$ cat config.mk
export PLATFORM = sky130hd
export DESIGN_NAME = mclk_selector
export DESIGN_NICKNAME = d
export VERILOG_FILES = /design/src/rtl/mclk_pkg.sv /design/src/rtl/mclk_ctrl.sv /design/src/rtl/mclk_datapath.sv /design/src/rtl/mclk_selector.sv
export SDC_FILE = /design/constraint.sdc
export NUM_CORES = 1
export LEC_CHECK = 0
export BUFFER_PORTS_ARGS = -buffer_cell sky130_fd_sc_hd__buf_2
export CAP_MARGIN = 20
export CELL_PAD_IN_SITES_DETAIL_PLACEMENT = 1
export CELL_PAD_IN_SITES_GLOBAL_PLACEMENT = 1
export CORE_AREA = 3 3 58 60
export DETAILED_ROUTE_END_ITERATION = 16
export DIE_AREA = 0 0 61 63
export PLACE_DENSITY = 0.75
export SLEW_MARGIN = 10
export SYNTH_ARGS = -nofsm -noshare
export SYNTH_HDL_FRONTEND = slang
export SYNTH_HIERARCHICAL = 1
export SYNTH_SLANG_ARGS = --single-unit
$ cat constraint.sdc
create_clock -name clk -period 2.69 [get_ports clk]
set_input_delay 0.538 -clock clk [delete_from_list [all_inputs] [get_ports clk]]
set_output_delay 0.538 -clock clk [all_outputs]
set_load 0.005 [all_outputs]
$ cat src/rtl/mclk_pkg.sv
package mclk_pkg;

  typedef enum logic [1:0] {
    SRC_SLOW = 2'd0,
    SRC_MAIN = 2'd1,
    SRC_PLLA = 2'd2,
    SRC_PLLB = 2'd3
  } srcSel_e;

  typedef struct packed {
    logic settleStart;
    logic divClear;
  } ctrlStrb_t;

endpackage

$ cat src/rtl/mclk_ctrl.sv
module mclk_ctrl
  import mclk_pkg::*;
#(
  parameter int PRES_W = 3
) (
  input  logic              clk,
  input  logic              rstN,
  input  logic              wrEn,
  input  logic [1:0]        wrSrc,
  input  logic [PRES_W-1:0] wrPres,
  input  logic              wrIrqEn,
  input  logic              pllALock,
  input  logic              pllBLock,
  input  logic              settleIdle,
  output ctrlStrb_t         strb,
  output logic [PRES_W-1:0] cfgPres,
  output srcSel_e           effSrc,
  output logic              ready,
  output logic              irqEn
);

  srcSel_e           cfgSrc;
  srcSel_e           srcNext;
  srcSel_e           effNext;
  logic [PRES_W-1:0] presNext;
  logic              cfgChange;
  logic              lostNext;
  logic              settleStart;
  logic              readyNext;

  function automatic srcSel_e pickEffective(input srcSel_e sel, input logic lockA,
                                            input logic lockB);
    srcSel_e res;
    res = sel;
    if (sel == SRC_PLLA && !lockA) res = SRC_SLOW;
    if (sel == SRC_PLLB && !lockB) res = SRC_MAIN;
    return res;
  endfunction

  always_comb begin
    srcNext   = wrEn ? srcSel_e'(wrSrc) : cfgSrc;
    presNext  = wrEn ? wrPres : cfgPres;
    cfgChange = wrEn && ((srcSel_e'(wrSrc) != cfgSrc) || (wrPres != cfgPres));
    effNext   = pickEffective(srcNext, pllALock, pllBLock);
    lostNext  = (srcNext == SRC_PLLA && !pllALock) || (srcNext == SRC_PLLB && !pllBLock);
    settleStart = cfgChange || (effNext != effSrc);
    readyNext   = !settleStart && !lostNext && settleIdle;
  end

  always_comb begin
    strb.settleStart = settleStart;
    strb.divClear    = settleStart;
  end

  always_ff @(posedge clk) begin
    if (!rstN) begin
      cfgSrc  <= SRC_SLOW;
      cfgPres <= '0;
      effSrc  <= SRC_SLOW;
      ready   <= 1'b1;
      irqEn   <= 1'b0;
    end else begin
      cfgSrc  <= srcNext;
      cfgPres <= presNext;
      effSrc  <= effNext;
      ready   <= readyNext;
      if (wrEn) irqEn <= wrIrqEn;
    end
  end


  readyDropChk: assert property (@(posedge clk) disable iff (!rstN)
    wrEn && ((srcSel_e'(wrSrc) != cfgSrc) || (wrPres != cfgPres)) |=> !ready);


  fallbackAChk: assert property (@(posedge clk) disable iff (!rstN)
    !wrEn && cfgSrc == SRC_PLLA && !pllALock |=> (effSrc == SRC_SLOW) && !ready);


  fallbackBChk: assert property (@(posedge clk) disable iff (!rstN)
    !wrEn && cfgSrc == SRC_PLLB && !pllBLock |=> (effSrc == SRC_MAIN) && !ready);


  otherPllChk: assert property (@(posedge clk) disable iff (!rstN)
    !wrEn && (cfgSrc == SRC_SLOW || cfgSrc == SRC_MAIN) |=> effSrc == $past(cfgSrc));

endmodule

$ cat src/rtl/mclk_datapath.sv
module mclk_datapath
  import mclk_pkg::*;
#(
  parameter int PRES_W       = 3,
  parameter int MAX_CODE     = 6,
  parameter int SETTLE_TICKS = 4
) (
  input  logic              clk,
  input  logic              rstN,
  input  logic [3:0]        srcTick,
  input  srcSel_e           effSrc,
  input  logic [PRES_W-1:0] cfgPres,
  input  ctrlStrb_t         strb,
  output logic              clkEn,
  output logic              settleIdle
);

  localparam int CNT_W   = (MAX_CODE > 0) ? MAX_CODE : 1;
  localparam int SET_W   = $clog2(SETTLE_TICKS + 1);
  localparam int N_CODES = 2 ** PRES_W;

  logic             tick;
  logic [CNT_W-1:0] divCnt;
  logic [CNT_W-1:0] lastSel;
  logic [CNT_W-1:0] lastTbl [N_CODES];
  logic [SET_W-1:0] settleCnt;

  for (genvar g = 0; g < N_CODES; g++) begin : gLast
    localparam int LAST_V = (g <= MAX_CODE) ? ((1 << g) - 1) : 0;
    assign lastTbl[g] = CNT_W'(LAST_V);
  end

  assign tick       = srcTick[effSrc];
  assign lastSel    = lastTbl[cfgPres];
  assign settleIdle = (settleCnt == '0) || (settleCnt == SET_W'(1) && tick);

  always_ff @(posedge clk) begin
    if (!rstN) begin
      settleCnt <= '0;
    end else if (strb.settleStart) begin
      settleCnt <= SET_W'(SETTLE_TICKS);
    end else if (tick && settleCnt != '0) begin
      settleCnt <= settleCnt - SET_W'(1);
    end
  end

  always_ff @(posedge clk) begin
    if (!rstN) begin
      divCnt <= '0;
      clkEn  <= 1'b0;
    end else if (strb.divClear) begin
      divCnt <= '0;
      clkEn  <= 1'b0;
    end else if (tick) begin
      if (divCnt >= lastSel) begin
        divCnt <= '0;
        clkEn  <= 1'b1;
      end else begin
        divCnt <= divCnt + CNT_W'(1);
        clkEn  <= 1'b0;
      end
    end else begin
      clkEn <= 1'b0;
    end
  end


  divLimitChk: assert property (@(posedge clk) disable iff (!rstN)
    divCnt <= lastSel);


  singlePulseChk: assert property (@(posedge clk) disable iff (!rstN)
    clkEn && lastSel != '0 |=> !clkEn);


  settleHoldChk: assert property (@(posedge clk) disable iff (!rstN)
    !tick && !strb.settleStart |=> $stable(settleCnt));

endmodule

$ cat src/rtl/mclk_selector.sv
module mclk_selector
  import mclk_pkg::*;
#(
  parameter int PRES_W       = 3,
  parameter int MAX_CODE     = 6,
  parameter int SETTLE_TICKS = 4
) (
  input  logic              clk,
  input  logic              rstN,
  input  logic [3:0]        srcTick,
  input  logic              wrEn,
  input  logic [1:0]        wrSrc,
  input  logic [PRES_W-1:0] wrPres,
  input  logic              wrIrqEn,
  input  logic              pllALock,
  input  logic              pllBLock,
  output logic              clkEn,
  output logic              ready,
  output logic              irq,
  output logic [1:0]        effSrc
);

  ctrlStrb_t         strb;
  srcSel_e           effSel;
  logic [PRES_W-1:0] cfgPres;
  logic              settleIdle;
  logic              irqEn;

  mclk_ctrl #(.PRES_W(PRES_W)) i_ctrl (
    .clk        (clk),
    .rstN       (rstN),
    .wrEn       (wrEn),
    .wrSrc      (wrSrc),
    .wrPres     (wrPres),
    .wrIrqEn    (wrIrqEn),
    .pllALock   (pllALock),
    .pllBLock   (pllBLock),
    .settleIdle (settleIdle),
    .strb       (strb),
    .cfgPres    (cfgPres),
    .effSrc     (effSel),
    .ready      (ready),
    .irqEn      (irqEn)
  );

  mclk_datapath #(
    .PRES_W       (PRES_W),
    .MAX_CODE     (MAX_CODE),
    .SETTLE_TICKS (SETTLE_TICKS)
  ) i_datapath (
    .clk        (clk),
    .rstN       (rstN),
    .srcTick    (srcTick),
    .effSrc     (effSel),
    .cfgPres    (cfgPres),
    .strb       (strb),
    .clkEn      (clkEn),
    .settleIdle (settleIdle)
  );

  assign effSrc = effSel;
  assign irq    = ready && irqEn;

endmodule

-- After elaboration in Yosys (flattened, before gate mapping)
Memories as Yosys holds them, arrays and structs flattened.
Index checks and enable logic that the tools add are counted.
- bitwise gates (word level): 3
- $lt $le $gt $ge: 3
- reduce and logical (&&, ||, !) cells: 21
- multiplexer cells: 11
- equal/unequal tests: 6
- add/sub/neg operators: 2
- operators with widths (operator ; number):
    $mux W6 ; 3
    $logic_and A1 B1 Y1 ; 8
    $add A6 B1 Y6 const B ; 1
    $ge A6 B6 Y1 ; 1
    $mux W2 ; 3
    $mux W3 ; 2
    $eq A2 B2 Y1 const B ; 2
    $ge A4 B4 Y1 const B ; 1
    $logic_not A1 Y1 ; 4
    $logic_or A1 B1 Y1 ; 4
    $ne A2 B2 Y1 ; 2
    $not A3 Y4 ; 1
    $eq A3 B1 Y1 const B ; 1
    $logic_not A3 Y1 ; 1
    $lt A2 B3 Y1 const B ; 1
    $ne A3 B3 Y1 ; 1
    $reduce_bool A3 Y1 ; 1
    $reduce_or A3 Y1 ; 1
    $sub A3 B1 Y3 const B ; 1
    $bmux W1 S2 ; 1
    $mux W1 ; 2
    $not A1 Y1 ; 2
    $reduce_bool A2 Y1 ; 1
    $reduce_or A2 Y1 ; 1
- bits in registers: 19
- word-level logic and storage cells: 56
- ROM bits: 48
- memories kept: 1
- output and inout port bits: 5
- bits of input ports: 15
- memory list (memory ; words ; width ; rd ports ; clocked after memory_dff ; write ports ; RTL line ; text):
    (no name shown) ; 8 ; 6 ; 1 ; 0 ; 0 ; mclk_datapath.sv:34 ; assign lastSel = lastTbl[cfgPres];

-- Depth between registers and ports, before layout
Gate-level depths: netlist of run 1.
- depth in word-level cells: 10
- gate-level depth with buffers: 8
- mapped depth without buffers: 8

-- Hierarchy
The synthesis of run 1 kept the hierarchy.
- by module, submodules not included (module ; area an instance (µm²) ; cells an instance ; times used):
    mclk_datapath ; 740.7 ; 80 ; 1
    mclk_ctrl ; 437.9 ; 44 ; 1
    mclk_selector ; 6.3 ; 1 ; 1

-- Worst setup path before layout of run 1
OpenSTA, ideal clock, no wires.
- kind: input to register
- start point: input wrEn
- end point: register i_datapath.divCnt[0]
- setup slack: 0.721 ns
- data required time: 2.604 ns
- cell stages on the path: 8
- library setup time: 0.086 ns
- data arrival time: 1.883 ns
- path through: buf_6 > mux2i_4 > mux2i_1 > or3_1 > nand3_1 > buf_4 > nand2b_1 > a211oi_1
- longest elaborated chain between the ends: 8
- elaborated cells between the ends (all ways): 11
- those cells by class: eq/ne (3); mux (3); reduce/logical (5)
- ends and longest elaborated chain (element ; RTL line ; text):
    from (decl) ; mclk_selector.sv:11 ; input logic wrEn,
    $mux W2 ; mclk_ctrl.sv:41 ; srcNext = wrEn ? srcSel_e'(wrSrc) : cfgSrc;
    $eq A2 B2 Y1 ; mclk_ctrl.sv:35 ; if (sel == SRC_PLLA && !lockA) res = SRC_SLOW;
    $logic_and A1 B1 Y1 ; mclk_ctrl.sv:35 ;
    $mux W2 ; mclk_ctrl.sv:35 ;
    $mux W2 ; mclk_ctrl.sv:36 ; if (sel == SRC_PLLB && !lockB) res = SRC_MAIN;
    $ne A2 B2 Y1 ; mclk_ctrl.sv:46 ; settleStart = cfgChange || (effNext != effSrc);
    $logic_or A1 B1 Y1 * ; mclk_ctrl.sv:46 ;
    net i_ctrl.settleStart ; mclk_ctrl.sv:28 ; logic settleStart;
    $reduce_or A2 Y1 (no source line) * ; -- ;
    to (signal assigned) ; mclk_datapath.sv:59 ; divCnt <= divCnt + CNT_W'(1);
    to (decl) ; mclk_datapath.sv:23 ; logic [CNT_W-1:0] divCnt;
Mark *: on every way through the listed nets, which the timed path passes. The rest lies on a longest branch.
A chain may end at the register's enable or synchronous reset.

-- Final worst setup path of run 1
- start point: register i_ctrl.cfgPres[0]
- end point: register i_datapath.clkEn
- longest elaborated chain between the ends: 6
- elaborated cells between the ends (all ways): 11
- those cells by class: order compare (1); eq/ne (1); mux (3); bitwise (1); reduce/logical (4); memory (1)
- ends and longest elaborated chain (element ; RTL line ; text):
    from (decl) ; mclk_ctrl.sv:16 ; output logic [PRES_W-1:0] cfgPres,
    from (signal assigned) ; mclk_ctrl.sv:64 ; cfgPres <= presNext;
    $not A3 Y4 (implied by the code) ; mclk_datapath.sv:34 ;
    $mem_v2 Z8 W6 ; -- ;
    $mux W6 (implied by the code) (2 in series) ; mclk_datapath.sv:34 ;
    $ge A6 B6 Y1 ; mclk_datapath.sv:55 ; if (divCnt >= lastSel) begin
    $mux W1 ; mclk_datapath.sv:55 ;
    to (signal assigned) ; mclk_datapath.sv:53 ; clkEn <= 1'b0;
    to (signal assigned) ; mclk_datapath.sv:57 ; clkEn <= 1'b1;
    to (signal assigned) ; mclk_datapath.sv:60 ; clkEn <= 1'b0;
    to (decl) ; mclk_datapath.sv:14 ; output logic clkEn,
Several ways; a longest one is shown, not always the timed one. The select of a mux whose other input is x is not followed.

==> impl_results.md, run 1 <==
- Endpoint kind of the worst setup timing path: register
- # nets final: ~170
- Main synth FF type: dfxtp_1
- Power per Cell Area: ~440 nW/µm²
- Fin. Hold Viols: 0
- Clk slew on worst S/H paths: 0.10 ns
- Portion of netlist area occupied by mux cells: 0.117
- Number of flip-flops and latches in the synthesized netlist: 19
- Critical R2R Launch: i_ctrl/cfgPres[0]
- Number of buffers on the longest clock path: 2
- Worst Path Max Fanout: 7
- Initial antenna violation count: 0
- Number of antenna-violating nets in the routed design: 0
- Number of synthesized flops with an enable pin: 0
- Place WS: 0.429 ns
- Slowest cell on crit path: dfxtp_1
- Sequential Area: approximately 380 µm²
- GR Util met3: 0.0186
- Max-cap violations: 0
- Multi-input logic area: 733 µm²
- TritonCTS buffer count: 3
- Layout cells sized above 1: 0.189
- Core area: slightly below 3000 µm²
- Largest area contributor in the netlist: dfxtp_1
- Final slew viol count: 0
- Total of fill cells in the finished design: about 350
- Net Count, Synth: 154
- Compound-cell area share of the yosys netlist: 0.107
- Shortest clock period the worst path allows after layout: 2.18 ns
- Avg Vias per Cell: 5.33
- Cell repeated most along the worst path: ha_1
- Leftover overflow at the end of global routing: 0
- Simple-Gate Fraction of Synth Area: 0.158
- Fraction of the mapped netlist area in adder cells: 0.148
- Number of global-route vias before repair: 981
- Worst Tran Pin Value: 0.565 ns
- Top cells by area in the synthesized netlist: dfxtp_1 32%, ha_1 15%, mux2i_1 6.8%
- Crit-path cells: inv_1, ha_1, mux2i_1, ha_1, nand2b_1, a21oi_1, o221ai_1, and4b_1
- Timing-limited maximum frequency: about 460 MHz
- IO Port Bufs: 19
- Hold Crit Endpoint: i_datapath/settleCnt[1]
- WHS Path Cells: 2
- Largest vdd supply drop: 0.000277 V
- Area enclosed by the die boundary: 3840 µm²
- Share of async-settable or async-resettable flops after synthesis: 0
- Detailed Route Iter0 Violations: 14
- # rows: 20
- CP startpoint kind: register
- Final instance count without filler cells: 176
- # resized after CTS: 0
- Syn Area/Cell: 9.48 µm²
- Starting density of the core: 0.398
- Clock Latency Late Sink: 0.28 ns
- Clock root buffer: clkbuf_4
- Number of I/O pins: 20
- Post-synthesis instance area: approximately 1200 µm²
- Post-route fraction of the period consumed by the critical path: 0.810
- Synth warn: 6
- H-Tree Depth: 1
- Xor-xnor portion of the synthesized cell area: 0.0887
- Startpoint of the worst hold path: i_datapath/settleCnt[1]
- Clock tree from TritonCTS: built
- Count of cell types in the netlist: 32
- Sink Count: 19
- Capture point of the worst reg-to-reg path: i_datapath/clkEn
- Most used standard cells in the synthesized netlist: 19 x dfxtp_1, 14 x ha_1, 10 x nor2_1
- Run status: complete, no violations
- Crit Path Class: reg2reg
- First-pass GRT wire length: 4290 µm
- WL per Instance: around 14 µm
- Most common cell in the synthesized netlist: dfxtp_1
- Antenna diode instance count: 0
- Remaining max-slew budget at the tightest pin: 0.624
- Setup TNS: 0 ns
- Total placed instance area: between 1000 and 1500 µm²
- Fraction of synthesized cell area taken by the top area cell type: 0.321
- Sequential cell area fraction in the yosys report: 0.321
- Arrival @ worst endpoint: 2.37 ns
- Final setup violation count: 0
- DR vias: 938
- Grt peak-use layer: met2
- Reg-to-reg slack, setup: 0.51 ns
- Area growth from synthesis to layout: 10.2%
- Count of hold buffers inserted by post-cts repair: 0
- CP Data Required Time: 2.88 ns
- Number of cells after detailed placement: roughly 170
- Buffers inserted by post-CTS timing repair: 0
- Final worst-path setup slack: roughly 0.51 ns
- Dominant combinational cell family by area after synthesis: simple AND/OR/NAND/NOR gates
- LEAKAGE: 0.000562 µW
- Fin Clk Skew: 0.000948 ns
- Overall routing resource usage: 0.144
- Final estimated routing congestion in global placement: between 0.7 and 0.8
- Reg2Reg Depth: 8
- Router iterations before antenna repair: 4
- Met1 track demand over resource: 0.181
- Drt drc: 0
- Final wirelength: approximately 2500 µm
- Worst Hold Class: reg2reg
- Global routing met2 resource utilization: 0.250
- Largest net degree at the start of global routing: 17
- Share of the core filled with cells: 0.439
- Delay contributed by the slowest stage of the critical path: ~0.46 ns
- Vertical extent of the die: 63 µm
- Detailed placement HPWL: ~2100 µm
- RSZ-0062 raised after global routing: no
- Fin area: 1310 µm²
- Post-Syn Instances: between 100 and 150
- Die X: 61 µm
## per-layer routing
| metal | routed length [µm] | up-vias |
|---|---|---|
| li1 | - | 475 |
| met1 | 1080 | 443 |
| met2 | 1290 | 18 |
| met3 | 86 | 2 |
| met4 | 10 | 0 |
| met5 | 0 | - |
## worst max-delay path: cells and delay by family, from the launching register on
| kind | cells | cell delay, ns |
|---|---|---|
| and+or+nand+nor | 2 | 0.44 |
| AOI/OAI and AO/OA | 2 | 0.47 |
| muxes | 1 | 0.15 |
| DFF | 1 | 0.46 |
| buffers and inverters | 1 | 0.11 |
| adders and majority gates | 2 | 0.45 |
## power breakdown
group | internal (µW) | leakage, µW | switching [µW] | total [µW]
combinational | 56.7 | 0.000392 | 63.1 | 120
sequential | 294 | 0.000156 | 16.1 | 310
clock | 57.5 | 0.0000150 | 82.6 | 140
## registers in the layout (all words and copies together) (netlist names)
signal                cells
i_ctrl/cfgPres            3
i_ctrl/cfgSrc             2
i_ctrl/effSrc             2
i_ctrl/irqEn              1
i_ctrl/ready              1
i_datapath/clkEn          1
i_datapath/divCnt         6
i_datapath/settleCnt      3
## layout make-up
class                   instances  area share
clock buffers                   4      0.0201
repair buffers                 19      0.0728
flip-flops and latches         19       0.291
multi-input cells              93       0.561
inverters                       8      0.0230
well taps                      33      0.0316
## placed cells by master (no fill, tap or decap), types with 2 or more instances in the layout
master / netlist / final
clkbuf_4: 0 / 3
nor3_1: 3 / 3
inv_1: 7 / 7
and2_1: 2 / 2
mux2i_1: 8 / 8
buf_2: 0 / 19
and3_1: 2 / 2
nand2b_1: 4 / 4
nand4_1: 5 / 5
nand2_1: 7 / 7
o21ai_0: 2 / 2
a21oi_1: 6 / 6
xnor2_1: 7 / 7
dfxtp_1: 19 / 19
a211oi_1: 6 / 6
ha_1: 14 / 14
xor2_1: 5 / 5
nor2_1: 10 / 10
## worst max-delay path by stage
stage                 startpoint                    to  slack (ns)  cells after the start
2_1_floorplan               wrEn  i_datapath/divCnt[0]        0.72                      8
3_3_place_gp                wrEn  i_datapath/divCnt[3]        0.56                      7
3_5_place_dp                wrEn  i_datapath/divCnt[1]        0.43                      7
4_1_cts        i_ctrl/cfgPres[0]  i_datapath/divCnt[1]        0.49                      8
5_1_grt        i_ctrl/cfgPres[0]  i_datapath/divCnt[1]        0.20                      8
6_report       i_ctrl/cfgPres[0]      i_datapath/clkEn        0.51                      8
## kinds of logic after synthesis
kind of cell    Yosys count
mux                      11
simple gates             37
xor+xnor                 12
fa+ha+maj                14
compound gates           19
buf+inv                  13
flops                    19
## metrics by stage
step / hold slack (ns) / total power [µW]
detailed placement: 0.461 / 439
CTS: 0.475 / 577
finish: 0.469 / 570
global route: 0.504 / 610
global placement: 0.446 / 431
floorplan: 0.434 / 409
(Power assumes the default switching activity.)
==> inputs of run 2 (changes only) <==
==> constraint.sdc (replaced) <==
create_clock -name clk -period 2.1 [get_ports clk]
set_input_delay 0.42 -clock clk [delete_from_list [all_inputs] [get_ports clk]]
set_output_delay 0.42 -clock clk [all_outputs]
set_load 0.005 [all_outputs]
==> run 2 against run 1 <==
Against the previous run:
- setup slack lost 0.32 ns
- wire length down 0.85%
- critical endpoint is now i_datapath/divCnt[4]
- largest power group unchanged
- die area stayed put
- clock skew grew 0.00050 ns
- first-iteration DRC count down 7.1%
- final area is 1.8% higher
==> impl_results.md, run 2 (synthesis gave the netlist of run 1 again) <==
- # nets final: 175 (+1.2%)
- LEAKAGE: 0.000574 µW (+2.1%)
- Final setup violation count: 0 (unchanged)
- Antenna diode instance count: 0 (unchanged)
- CP Data Required Time: 2.32 ns (-0.56 ns)
- Clk slew on worst S/H paths: 0.11 ns (about the same)
- Crit path max-delay family: compound AO/OA/AOI/OAI gates
- Final slew viol count: 0 (unchanged)
- Detailed Route Iter0 Violations: 13 (-1)
- Area growth from synthesis to layout: 12.2%
- Layout cells sized above 1: 0.221 (+0.0319)
- Remaining max-slew budget at the tightest pin: 0.768 (+0.145)
- Worst Tran Pin Value: 0.338 ns (-0.227 ns)
- Router iterations before antenna repair: 2 (-2)
- Area enclosed by the die boundary: 3840 µm² (unchanged)
- DR vias: 929 (-0.96%)
- Vertical extent of the die: 63 µm (unchanged)
- Register bank with the most flops: i_datapath/divCnt
- Number of antenna-violating nets in the routed design: 0 (unchanged)
- Final wirelength: 2450 µm (-0.85%)
- Leftover overflow at the end of global routing: 0 (unchanged)
- Crit Path Class: reg2reg
- Avg Vias per Cell: 5.22 (-2.1%)
- Worst Path Max Fanout: 7 (unchanged)
- IO Port Bufs: 19 (unchanged)
- Clock Latency Late Sink: 0.29 ns (about the same)
- Leading cell type in the layout, fill and taps excluded: buf_2
- CP startpoint kind: register
- Arrival @ worst endpoint: 2.13 ns (-0.24 ns)
- Power per Cell Area: 562 nW/µm² (+29%)
- Fin. Hold Viols: 0 (unchanged)
- Total of fill cells in the finished design: 355 (+0.57%)
- H-Tree Depth: 1 (unchanged)
- Number of global-route vias before repair: 988 (+0.71%)
- # rows: 20 (unchanged)
- Overall routing resource usage: 0.146 (+0.00145)
- Run status: complete, no violations
- Starting density of the core: 0.398 (unchanged)
- Clock root buffer: clkbuf_4
- Detailed placement HPWL: 2060 µm (+0.42%)
- Final worst-path setup slack: 0.187 ns (-0.323 ns)
- Drt drc: 0 (unchanged)
- Top flop regs: i_datapath/divCnt x6, i_ctrl/cfgPres x3, i_datapath/settleCnt x3
- Post-route fraction of the period consumed by the critical path: 0.911 (+0.100)
- RSZ-0062 raised after global routing: no
- Timing-limited maximum frequency: 523 MHz (+14%)
- Number of buffers on the longest clock path: 2 (unchanged)
- Fin Clk Skew: 0.00145 ns (+0.000502 ns)
- Max FFs per register: 6 (unchanged)
- Number of buffer and inverter instances along the worst setup path: 1 (unchanged)
- Clock tree from TritonCTS: built
- Cell repeated most along the worst path: ha_1
- Endpoint kind of the worst setup timing path: register
- Setup TNS: 0 ns (unchanged)
- Place WS: 0.000877 ns (-0.429 ns)
- Number of I/O pins: 20 (unchanged)
- Delay contributed by the slowest stage of the critical path: 0.39 ns (-0.07 ns)
- Commonest cells after routing, fill and taps aside: 19 x buf_2, 17 x dfxtp_1, 14 x ha_1, 10 x nor2_1, 8 x mux2i_1
- Slowest cell on crit path: dfxtp_2
- WL per Instance: 13.8 µm (-2.0%)
- Share of the core filled with cells: 0.447 (+0.00798)
- First-pass GRT wire length: 4390 µm (+2.3%)
- Max-cap violations: 0 (unchanged)
- Crit-path cells: inv_1, ha_1, mux2i_1, ha_1, nand2b_1, a21oi_1, o221ai_2, a211oi_1
- Shortest clock period the worst path allows after layout: 1.91 ns (-0.267 ns)
- Power after layout: 748 µW (+31%)
- Largest net degree at the start of global routing: 17 (unchanged)
- Largest vdd supply drop: 0.000387 V (+40%)
- Initial antenna violation count: 0 (unchanged)
- Die X: 61 µm (unchanged)
- Sink Count: 19 (unchanged)
- Worst Hold Class: in2reg
- TritonCTS buffer count: 3 (unchanged)
- Core area: 2980 µm² (unchanged)
- Final estimated routing congestion in global placement: 0.776 (+6.3%)
[run 2: changes by cell type in the layout (fill, tap and decap cells not counted), sizes merged]
cell,delta
buf,+2
[run 2: worst reg2reg max path, delay by kind of cell, from the launching register on]
family | cells | cell delay [ns]
adders and majority gates | 2 | 0.44
AOI/OAI and AO/OA | 3 | 0.68
DFF | 1 | 0.39
muxes | 1 | 0.12
and+or+nand+nor | 1 | 0.14
buffers and inverters | 1 | 0.07
[run 2: timing repair]
item / 4_1_cts / 5_1_grt
setup buffers: 0 / 0
resized for setup: 1 / 2
hold buffers: 0 / 0
endpoints found under the setup margin: 6 / 7
endpoints found under the hold margin: 0 / 0
[run 2: path summary, 6_finish.rpt]
kind | start | to | slack (ns) | cells past startpoint
setup / recovery | i_ctrl/cfgPres[0] | i_datapath/divCnt[4] | 0.19 | 8
hold / removal | wrIrqEn | i_ctrl/irqEn | 0.37 | 3
setup reg to reg | i_ctrl/cfgPres[0] | i_datapath/divCnt[4] | 0.19 | 8
hold reg to reg | i_datapath/settleCnt[1] | i_datapath/settleCnt[1] | 0.49 | 2
[run 2: metal layers]
layer | part of all wire | up-vias | global-route usage
met5 | 0 | - | 0
li1 | - | 479 | -
met1 | 0.46 | 432 | 0.196
met4 | 0.0053 | 0 | 0.0244
met2 | 0.50 | 16 | 0.234
met3 | 0.038 | 2 | 0.0372
[run 2: metrics by stage]
stage          cell area, µm²  cells  hold WS (ns)
4_1_cts                  1330    178         0.373
6_report                 1330    178         0.371
2_1_floorplan            1180    125         0.434
3_3_place_gp             1290    174         0.444
3_5_place_dp             1290    174         0.486
5_1_grt                  1330    178         0.379
[run 2: cell type report]
type                            instances  area, µm²  area share
Inverter                                8       30.0      0.0226
Tap cell                               33       41.3      0.0310
Clock buffer                            4       26.3      0.0198
Timing Repair Buffer                   21        110      0.0828
Multi-Input combinational cell         93        739       0.556
Sequential cell                        19        383       0.288
[run 2: where the power goes]
part | switching (µW) | leakage [µW] | internal (µW)
logic | 86.3 | 0.000403 | 77.4
registers | 18.3 | 0.000156 | 377
clock network | 114 | 0.0000150 | 73.9
total | 219 | 0.000574 | 529
==> inputs of run 3 (changes only) <==
--- a/config.mk
+++ b/config.mk
@@ -7,12 +7,12 @@
 export LEC_CHECK = 0
 export BUFFER_PORTS_ARGS = -buffer_cell sky130_fd_sc_hd__buf_2
 export CAP_MARGIN = 20
-export CELL_PAD_IN_SITES_DETAIL_PLACEMENT = 1
-export CELL_PAD_IN_SITES_GLOBAL_PLACEMENT = 1
-export CORE_AREA = 3 3 58 60
+export CELL_PAD_IN_SITES_DETAIL_PLACEMENT = 2
+export CELL_PAD_IN_SITES_GLOBAL_PLACEMENT = 2
+export CORE_AREA = 3 3 62 64
 export DETAILED_ROUTE_END_ITERATION = 16
-export DIE_AREA = 0 0 61 63
-export PLACE_DENSITY = 0.75
+export DIE_AREA = 0 0 65 67
+export PLACE_DENSITY = 0.79
 export SLEW_MARGIN = 10
 export SYNTH_ARGS = -nofsm -noshare
 export SYNTH_HDL_FRONTEND = slang
==> constraint.sdc (replaced) <==
create_clock -name clk -period 2.4 [get_ports clk]
set_input_delay 0.48 -clock clk [delete_from_list [all_inputs] [get_ports clk]]
set_output_delay 0.48 -clock clk [all_outputs]
set_load 0.005 [all_outputs]
==> run 3 against run 2 <==
Against the previous run:
- critical endpoint is now i_datapath/divCnt[3]
- critical path depth stayed put
- total power decreased by 12%
- maximum frequency is 13% lower
- worst hold slack improved by 0.073 ns
- sequential power decreased by 13%
- first-iteration DRC count up 120%
- setup slack gained 0.019 ns
- utilization decreased by 4.5 points
==> impl_results.md, run 3 (synthesis gave the netlist of run 1 again) <==
- CP startpoint kind: register
- # resized after CTS: 0 (-1)
- Die X: 65 µm (+6.6%)
- Starting density of the core: 0.355 (-0.0428)
- Critical R2R Launch: i_ctrl/cfgPres[0]
- Router iterations before antenna repair: 2 (unchanged)
- # rows: 21 (+5.0%)
- Startpoint of the worst hold path: rstN
- WL per Instance: 15.4 µm (+12%)
- Post-route fraction of the period consumed by the critical path: 0.914 (+0.00314)
- Drt drc: 0 (unchanged)
- Shortest clock period the worst path allows after layout: 2.19 ns (+0.281 ns)
- Area enclosed by the die boundary: 4360 µm² (+13%)
- Fin area: 1340 µm² (+0.66%)
- Final setup violation count: 0 (unchanged)
- Crit path max-delay family: compound AO/OA/AOI/OAI gates
- Vertical extent of the die: 67 µm (+6.3%)
- Crit-path cells: inv_1, ha_1, mux2i_1, ha_1, nand2b_1, a21oi_1, o221ai_1, a211oi_1
- Detailed placement HPWL: 2350 µm (+14%)
- Clock root buffer: clkbuf_4
- Detailed Route Iter0 Violations: 28 (+15)
- Power after layout: 658 µW (-12%)
- Antenna diode instance count: 0 (unchanged)
- First-pass GRT wire length: 5040 µm (+15%)
- Slowest cell on crit path: dfxtp_1
- Number of buffers on the longest clock path: 2 (unchanged)
- Cell repeated most along the worst path: ha_1
- Area growth from synthesis to layout: 13.0%
- Max FFs per register: 6 (unchanged)
- DR vias: 960 (+3.3%)
- Arrival @ worst endpoint: 2.41 ns (+0.28 ns)
- RSZ-0062 raised after global routing: no
- Setup crit start: i_ctrl/cfgPres[0]
- IO Port Bufs: 19 (unchanged)
- Clock tree from TritonCTS: built
- Commonest cells after routing, fill and taps aside: 19 x dfxtp_1, 19 x buf_2, 14 x ha_1, 10 x nor2_1, 8 x mux2i_1
- Reg-to-reg slack, setup: 0.21 ns (+0.02 ns)
- Total placed instance area: 1310 µm² (+1.3%)
- Number of antenna-violating nets in the routed design: 0 (unchanged)
- Largest net degree at the start of global routing: 17 (unchanged)
- Fin. Hold Viols: 0 (unchanged)
- Core area: 3340 µm² (+12%)
- Register bank with the most flops: i_datapath/divCnt
- Run status: complete, no violations
- Worst Tran Pin Value: 0.562 ns (+0.224 ns)
- Endpoint kind of the worst setup timing path: register
- Reg2Reg Depth: 8 (unchanged)
- Remaining max-slew budget at the tightest pin: 0.625 (-0.143)
- Final wirelength: 2940 µm (+20%)
- TritonCTS buffer count: 3 (unchanged)
- Avg Vias per Cell: 5.03 (-3.7%)
- Overall routing resource usage: 0.150 (+0.00462)
- WHS Path Cells: 2 (-1)
- Initial antenna violation count: 0 (unchanged)
- Final slew viol count: 0 (unchanged)
- Largest vdd supply drop: 0.000212 V (-45%)
- Number of buffer and inverter instances along the worst setup path: 1 (unchanged)
- Setup TNS: 0 ns (unchanged)
- Number of I/O pins: 20 (unchanged)
- Timing-limited maximum frequency: 456 MHz (-13%)
- Count of hold buffers inserted by post-cts repair: 0 (unchanged)
- Clk slew on worst S/H paths: 0.11 ns (about the same)
- Top flop regs: i_datapath/divCnt x6, i_ctrl/cfgPres x3, i_datapath/settleCnt x3
- Worst Hold Class: in2reg
- Capture point of the worst reg-to-reg path: i_datapath/divCnt[3]
- Clock Latency Late Sink: 0.29 ns (about the same)
- # nets final: 175 (unchanged)
- Crit Path Class: reg2reg
- Number of global-route vias before repair: 1087 (+10%)
- Max-cap violations: 0 (unchanged)
- Buffers inserted by post-CTS timing repair: 0 (unchanged)
- Final estimated routing congestion in global placement: 0.703 (-9.3%)
- Fin Clk Skew: 0.00111 ns (-0.000337 ns)
- Hold Crit Endpoint: i_datapath/settleCnt[2]
- Power per Cell Area: 492 nW/µm² (-13%)
- Leftover overflow at the end of global routing: 0 (unchanged)
- Sink Count: 19 (unchanged)
- CP Data Required Time: 2.61 ns (+0.29 ns)
- Layout cells sized above 1: 0.207 (-0.0138)
- LEAKAGE: 0.000575 µW (+0.26%)
- Delay contributed by the slowest stage of the critical path: 0.46 ns (+0.07 ns)
- H-Tree Depth: 1 (unchanged)
- Worst Path Max Fanout: 7 (unchanged)
[run 3: cell types whose count changed in the layout (fill, tap and decap cells not counted)]
cell / previous run / this run
o221ai_2: 1 / 0
o221ai_1: 0 / 1
clkinv_2: 0 / 1
dfxtp_1: 17 / 19
clkbuf_1: 1 / 0
dfxtp_2: 2 / 0
[run 3: how the worst max path moves through the flow]
stage | endpoint | slack, ns | cells past startpoint
6_report | i_datapath/divCnt[3] | 0.21 | 8
3_5_place_dp | i_datapath/divCnt[2] | 0.17 | 7
4_1_cts | i_datapath/divCnt[2] | 0.16 | 8
3_3_place_gp | i_datapath/divCnt[3] | 0.31 | 7
2_1_floorplan | i_datapath/divCnt[0] | 0.49 | 8
5_1_grt | i_datapath/divCnt[3] | 0.001 | 8
[run 3: layout make-up]
class | instances | area (µm²)
Tap cell | 46 | 57.6
Timing Repair Buffer | 21 | 110
Clock inverter | 1 | 5.00
Clock buffer | 3 | 22.5
Multi-Input combinational cell | 93 | 733
Sequential cell | 19 | 380
Inverter | 8 | 30.0
Fill cell | 398 | 2000
[run 3: routing by layer]
layer,GRT usage,wire (µm),vias up
li1,-,-,475
met1,0.172,1270,472
met2,0.286,1590,11
met3,0.0236,62,2
met4,0.0396,14,0
met5,0,0,-
[run 3: where the power goes]
| group | internal (µW) | switching (µW) |
|---|---|---|
| registers | 330 | 16.2 |
| logic | 66.8 | 80.2 |
| clock network | 62.0 | 103 |
| total | 459 | 200 |
[run 3: stage by stage]
stage	util	hold WS (ns)	std cells	setup slack [ns]
6_report	0.401	0.444	191	0.207
5_1_grt	0.401	0.432	191	0.000972
4_1_cts	0.401	0.432	191	0.155
3_5_place_dp	0.393	0.457	187	0.174
3_3_place_gp	0.393	0.448	187	0.310
2_1_floorplan	-	0.434	125	0.489
